$ cat src/rtl/ilsd_pkg.sv
package ilsd_pkg;
  parameter int unsigned LANES_DEF = 4;
  parameter int unsigned DEPTH_DEF = 16;

  typedef enum logic {
    DIR_REV = 1'b0,
    DIR_FWD = 1'b1
  } dir_e;
endpackage

$ cat src/rtl/ilsd_lane.sv
module ilsd_lane #(
  parameter int unsigned DEPTH = 16
) (
  input  logic             clk,
  input  logic             rst_n,
  input  logic             fwd,
  input  logic             head_in,
  input  logic             tail_in,
  output logic [DEPTH-1:0] stage_q
);
  logic [DEPTH-1:0] stage_d;

  // next state: move toward the tail when forward, toward the head otherwise
  always_comb begin
    if (ilsd_pkg::dir_e'(fwd) == ilsd_pkg::DIR_FWD) begin
      stage_d = {stage_q[DEPTH-2:0], head_in};
    end else begin
      stage_d = {tail_in, stage_q[DEPTH-1:1]};
    end
  end

  always_ff @(posedge clk or negedge rst_n) begin
    if (!rst_n) begin
      stage_q <= '0;
    end else begin
      stage_q <= stage_d;
    end
  end
endmodule

$ cat src/rtl/ilsd_hold.sv
module ilsd_hold #(
  parameter int unsigned WIDTH = 64
) (
  input  logic             clk,
  input  logic             rst_n,
  input  logic             load_en,
  input  logic [WIDTH-1:0] par_in,
  output logic [WIDTH-1:0] vis_out
);
  logic [WIDTH-1:0] hold_q;
  logic [WIDTH-1:0] hold_d;

  // transparent behaviour built from a flop plus a bypass mux
  always_comb begin
    hold_d  = load_en ? par_in : hold_q;
    vis_out = load_en ? par_in : hold_q;
  end

  always_ff @(posedge clk or negedge rst_n) begin
    if (!rst_n) begin
      hold_q <= '0;
    end else begin
      hold_q <= hold_d;
    end
  end
endmodule

$ cat src/rtl/ilsd_gate.sv
module ilsd_gate #(
  parameter int unsigned WIDTH = 64
) (
  input  logic             blank_n,
  input  logic             pol_pass,
  input  logic [WIDTH-1:0] vis_in,
  output logic [WIDTH-1:0] drv_out
);
  always_comb begin
    if (!blank_n) begin
      drv_out = {WIDTH{~pol_pass}};
    end else if (pol_pass) begin
      drv_out = vis_in;
    end else begin
      drv_out = ~vis_in;
    end
  end
endmodule

$ cat src/rtl/ilsd_driver.sv
module ilsd_driver #(
  parameter int unsigned LANES = ilsd_pkg::LANES_DEF,
  parameter int unsigned DEPTH = ilsd_pkg::DEPTH_DEF
) (
  input  logic                   clk,
  input  logic                   rst_n,
  input  logic                   dir_fwd,
  input  logic                   load_en,
  input  logic                   blank_n,
  input  logic                   pol_pass,
  input  logic [LANES-1:0]       a_in,
  output logic [LANES-1:0]       a_out,
  input  logic [LANES-1:0]       b_in,
  output logic [LANES-1:0]       b_out,
  output logic [LANES*DEPTH-1:0] drv_out
);
  localparam int unsigned WIDTH = LANES * DEPTH;

  logic [DEPTH-1:0] lane_st [LANES];
  logic [WIDTH-1:0] image;
  logic [WIDTH-1:0] vis;
  logic [LANES-1:0] head_bits;
  logic [LANES-1:0] tail_bits;

  for (genvar k = 0; k < LANES; k++) begin : g_lane
    ilsd_lane #(.DEPTH(DEPTH)) lane_i (
      .clk     (clk),
      .rst_n   (rst_n),
      .fwd     (dir_fwd),
      .head_in (a_in[k]),
      .tail_in (b_in[k]),
      .stage_q (lane_st[k])
    );
    assign head_bits[k] = lane_st[k][0];
    assign tail_bits[k] = lane_st[k][DEPTH-1];
    // interleave: stage s of lane k lands on bit s*LANES+k
    for (genvar s = 0; s < DEPTH; s++) begin : g_map
      assign image[s*LANES+k] = lane_st[k][s];
    end
  end

  // cascade ports: only the port facing downstream carries data
  always_comb begin
    if (ilsd_pkg::dir_e'(dir_fwd) == ilsd_pkg::DIR_FWD) begin
      a_out = '0;
      b_out = tail_bits;
    end else begin
      a_out = head_bits;
      b_out = '0;
    end
  end

  ilsd_hold #(.WIDTH(WIDTH)) hold_i (
    .clk     (clk),
    .rst_n   (rst_n),
    .load_en (load_en),
    .par_in  (image),
    .vis_out (vis)
  );

  ilsd_gate #(.WIDTH(WIDTH)) gate_i (
    .blank_n  (blank_n),
    .pol_pass (pol_pass),
    .vis_in   (vis),
    .drv_out  (drv_out)
  );
endmodule

$ cat config.mk
export PLATFORM = sky130hd
export DESIGN_NAME = ilsd_driver
export DESIGN_NICKNAME = d
export VERILOG_FILES = /design/src/rtl/ilsd_pkg.sv /design/src/rtl/ilsd_lane.sv /design/src/rtl/ilsd_hold.sv /design/src/rtl/ilsd_gate.sv /design/src/rtl/ilsd_driver.sv
export SDC_FILE = /design/constraint.sdc
export NUM_CORES = 1
export LEC_CHECK = 0
export ABC_AREA = 1
export BUFFER_PORTS_ARGS = -buffer_cell sky130_fd_sc_hd__buf_2
export CORE_MARGIN = 4
export CORE_UTILIZATION = 55
export DETAILED_ROUTE_END_ITERATION = 16
export PLACE_DENSITY = 0.76
export SLEW_MARGIN = 20
export SYNTH_ARGS = -nofsm -noshare
export SYNTH_HDL_FRONTEND = slang
export SYNTH_SLANG_ARGS = --single-unit
export TNS_END_PERCENT = 30
$ cat constraint.sdc
create_clock -name clk -period 2.3 [get_ports clk]
set_input_delay 0.345 -clock clk [delete_from_list [all_inputs] [get_ports clk]]
set_output_delay 0.345 -clock clk [all_outputs]
set_load 0.01 [all_outputs]
# After elaboration in Yosys (flattened, before gate mapping)

Cells that the tools add are included.

Bits in registers: 128
Bits of input ports: 14
Word-level logic and storage cells: 16

Multiplexer cells: 9
Bitwise operators: 2

Operators with widths:

| cell        | number |
|---|---|
| $mux 64     | 3 |
| $mux 16     | 4 |
| $not 64->64 | 1 |
| $mux 4      | 2 |
| $not 1->1   | 1 |

# Depth between registers and ports, before layout

Depth after elaboration: 4
Gate-level depth with buffers: 7
Gate-level depth less buffers: 5

# By module

From an unflattened synthesis, not the netlist that was laid out.

Cell total of the unflattened synthesis: 774
Area total of the unflattened synthesis: 6426.2 um2

By module, submodules not included:

| module      | times used | cells each | area an instance (um2) |
|---|---|---|---|
| ilsd_lane   | 4          | 68         | 684.4 |
| ilsd_hold   | 1          | 270        | 2446.1 |
| ilsd_gate   | 1          | 215        | 1171.1 |
| ilsd_driver | 1          | 17         | 71.3 |

# Worst setup path after synthesis

Ideal clock, no wire load.

Kind: in2out
From: input port dir_fwd
To: output port a_out[0]
Arrival time: 988 ps
Required time: 1955 ps
Setup slack: 967 ps
Stages on the path: 4
Buffers on the path: 3
Path through: buf_2 -> buf_4 -> buf_2 -> nor2_1

Longest elaborated chain between the ends: 1

RTL lines:

| what            | line              | text |
|---|---|---|
| start, declared | ilsd_driver.sv:7  | `input logic dir_fwd,` |
| $mux 4          | ilsd_driver.sv:44 | `if (ilsd_pkg::dir_e'(dir_fwd) == ilsd_pkg::DIR_FWD) begin` |
| end, declared   | ilsd_driver.sv:12 | `output logic [LANES-1:0] a_out,` |

Every way passes these cells.

# Worst setup path in the final report

From: input port load_en
To: output port drv_out[44]

Longest elaborated chain between the ends: 4

RTL lines:

| what            | line              | text |
|---|---|---|
| start, declared | ilsd_driver.sv:8  | `input logic load_en,` |
| $mux 64 (*)     | ilsd_hold.sv:16   | `vis_out = load_en ? par_in : hold_q;` |
| $not 64->64     | ilsd_gate.sv:15   | `drv_out = ~vis_in;` |
| $mux 64 (*)     | ilsd_gate.sv:12   | `end else if (pol_pass) begin` |
| $mux 64 (*)     | ilsd_gate.sv:10   | `if (!blank_n) begin` |
| end, declared   | ilsd_driver.sv:15 | `output logic [LANES*DEPTH-1:0] drv_out` |

Mark *: on every way between the ends. The rest lies on a longest branch, timed or not.

==> results.yml <==
placed_design:
  pre_cts_ws_ns: 0.397
  portBuffers: 85
  dp_hpwl_um: 10300
  gp_congestion: 0.773
route:
  totalWireLength_um: 16300
  via_per_inst: 4.98
  drt.antenna.violating_nets: 0
  remaining_drc_errors: 0
  vias: 6365
  wl_per_cell_um: 12.8
  dr.pass1.iters: 7
  drt_iter0_markers: 461
hold_path:
  min-delay-start: "a_in[0]"
  holdPathStages: 3
  hold_class: "in -> reg"
  min_to: "g_lane[0].lane_i.stage_q[0]"
final_layout:
  fillers: 1176
  drive_gt1_share_pct: 11.8
  final_nets: 1108
  final_cell_mix: "nand2_1, inv_1, nand3_1, dfrtp_1, buf_2"
  multiInputGateArea_um2: 2910
  synthToLayoutAreaGrowth_pct: 14.6
  n_antenna_cell: 0
  final_common_cell: "nand2_1"
  seq_area_um2: 3200
synth:
  avgSynthCellArea_um2: 6.80
  synth_edf_count: 0
  ys_ff_latch: 128
  netlist_area_um2: 7100
  async_flop_share_pct: 100
  yosysWarnings: 0
  yosysSeqAreaShare_pct: 45.1
  synth_top_cell_by_area: "dfrtp_1"
  ys.flop_type: "dfrtp_1"
  synth_area_leaders: "dfrtp_1, nand2_1, nand3_1"
  syn-num-nets: 1058
  synth_top_area_share_pct: 45.1
  syn_inst: 1044
  synthDistinctLibCells: 13
sta:
  relSlewSlack_pct: 63.0
  worst_slack_ns: 0.386
  grt_setup_unrepaired: "no"
  skew_ns: 0.00404
  min_period_over_period_pct: 83.2
  fin_crit_ns: 1.91
  hold_violations: 0
  slew_viol_final: 0
  max_freq_ghz: 0.523
  setup_tns_ns: 0
  setup_viol: 0
  worst_pin_slew_ns: 0.555
critical_path:
  cp_max_fo: 41
  crit_arrival_ns: 1.57
  reg2reg_to: "g_lane[2].lane_i.stage_q[12]"
  r2r_start: "g_lane[2].lane_i.stage_q[11]"
  required_ns: 1.96
  reg2regPathDepth: 2
  cp-start-kind: "primary input"
  crit_path_end_kind: "primary output"
  worstSetupPathType: "in -> out"
  reg2reg_slack_ns: 1.55
clocking:
  h-tree-depth: 4
  clk_latency_ns: 0.41
  tritoncts: "yes"
  cts_hold_buffers: 1
  cts_made_buffers: 17
  clk_pin_slew_ns: 0.05
  cts_resized: 0
  post-cts-setup-buffer-count: 0
  clock-sinks: 128
  cts-root-buf: "clkbuf_16"
  clockBufferDepth: 2
global_routing:
  grt_pass1_wl_um: 28000
  overflow: 0
  grt_start_max_net_pins: 129
  grt_pass1_vias: 5976
  grt_usage_pct: 23.5
  antenna_found_initial: 0
power_and_ir_drop:
  leakage_nw: 4.59
  power_w: 0.00671
  p_per_area_nw_per_um2: 824
  ir_drop_mv: 0.484
die:
  core_um2: 12600
  rows: 41
  start_util_pct: 56.2
  die_h_um: 122
  die-area_um2: 14800
  pin_count: 86
  fp.dieW_um: 122
flow_run:
  drv_cap: 0
run_status:
  status: "complete, no violations"
[cells by family after synthesis]
| kind of cell | after synthesis | synth area share, % |
|---|---|---|
| AND/OR/NAND/NOR | 648 | 36.5 |
| buffers and inverters | 204 | 13.8 |
| AO/OA/AOI/OAI | 64 | 4.51 |
| flip-flops | 128 | 45.1 |
[stage by stage]
stage / area, µm² / util [%] / cells / hold slack [ns]
2_1_floorplan: 7100 / - / 1044 / 0.0494
3_3_place_gp: 7530 / 59.7 / 1246 / 0.374
3_5_place_dp: 7530 / 59.7 / 1246 / 0.368
4_1_cts: 8140 / 64.5 / 1279 / 0.144
5_1_grt: 8140 / 64.5 / 1279 / 0.162
6_report: 8140 / 64.5 / 1279 / 0.154
[state kept, by name, indices dropped and copies added (netlist names)]
name / cells
g_lane.lane_i.stage_q: 64
hold_i.hold_q: 64
[routing by layer]
| layer | track usage, % | part of all wire [%] |
|---|---|---|
| met5 | 0 | 0 |
| met4 | 8.68 | 2.2 |
| met3 | 3.76 | 4.7 |
| met2 | 39.4 | 49 |
| met1 | 30.9 | 44 |
[critical path, stage by stage]
cell and delay, ns:
buf_4 0.11, clkinv_2 0.33, buf_12 0.32, nand2_1 0.09
nand3_1 0.08, nand2_1 0.07, nand2_1 0.07, buf_2 0.14
[synthesized netlist by cell type (4+ instances only)]
library cell,number
inv_1,132
clkbuf_1,12
buf_4,9
o21ai_0,60
nor2_1,8
nand2_1,512
buf_2,25
nand3_1,128
buf_1,4
dfrtp_1,128
buf_6,20
a21oi_1,4
[worst max path at each step]
| stage | start | endpoint | slack (ns) | cells past startpoint |
|---|---|---|---|---|
| 2_1_floorplan | dir_fwd | a_out[0] | 0.97 | 4 |
| 3_3_place_gp | load_en | drv_out[52] | 0.42 | 8 |
| 3_5_place_dp | load_en | drv_out[52] | 0.40 | 8 |
| 4_1_cts | load_en | drv_out[44] | 0.38 | 8 |
| 5_1_grt | load_en | drv_out[14] | 0.28 | 8 |
| 6_report | load_en | drv_out[44] | 0.39 | 8 |
[cell type report]
type | instances | share of cell area [%]
Sequential cell | 128 | 39.4
Multi-Input combinational cell | 712 | 35.8
Timing Repair Buffer | 101 | 8.71
Clock buffer | 28 | 6.72
Inverter | 134 | 6.20
Tap cell | 172 | 2.65
Clock inverter | 4 | 0.554
[where the power goes]
group	switching (W)	internal [W]	total, W
clock	0.000919	0.00171	0.00263
sequential	0.000227	0.00259	0.00282
combinational	0.000811	0.000448	0.00126
total	0.00196	0.00475	0.00671
(Power assumes the default switching activity.)
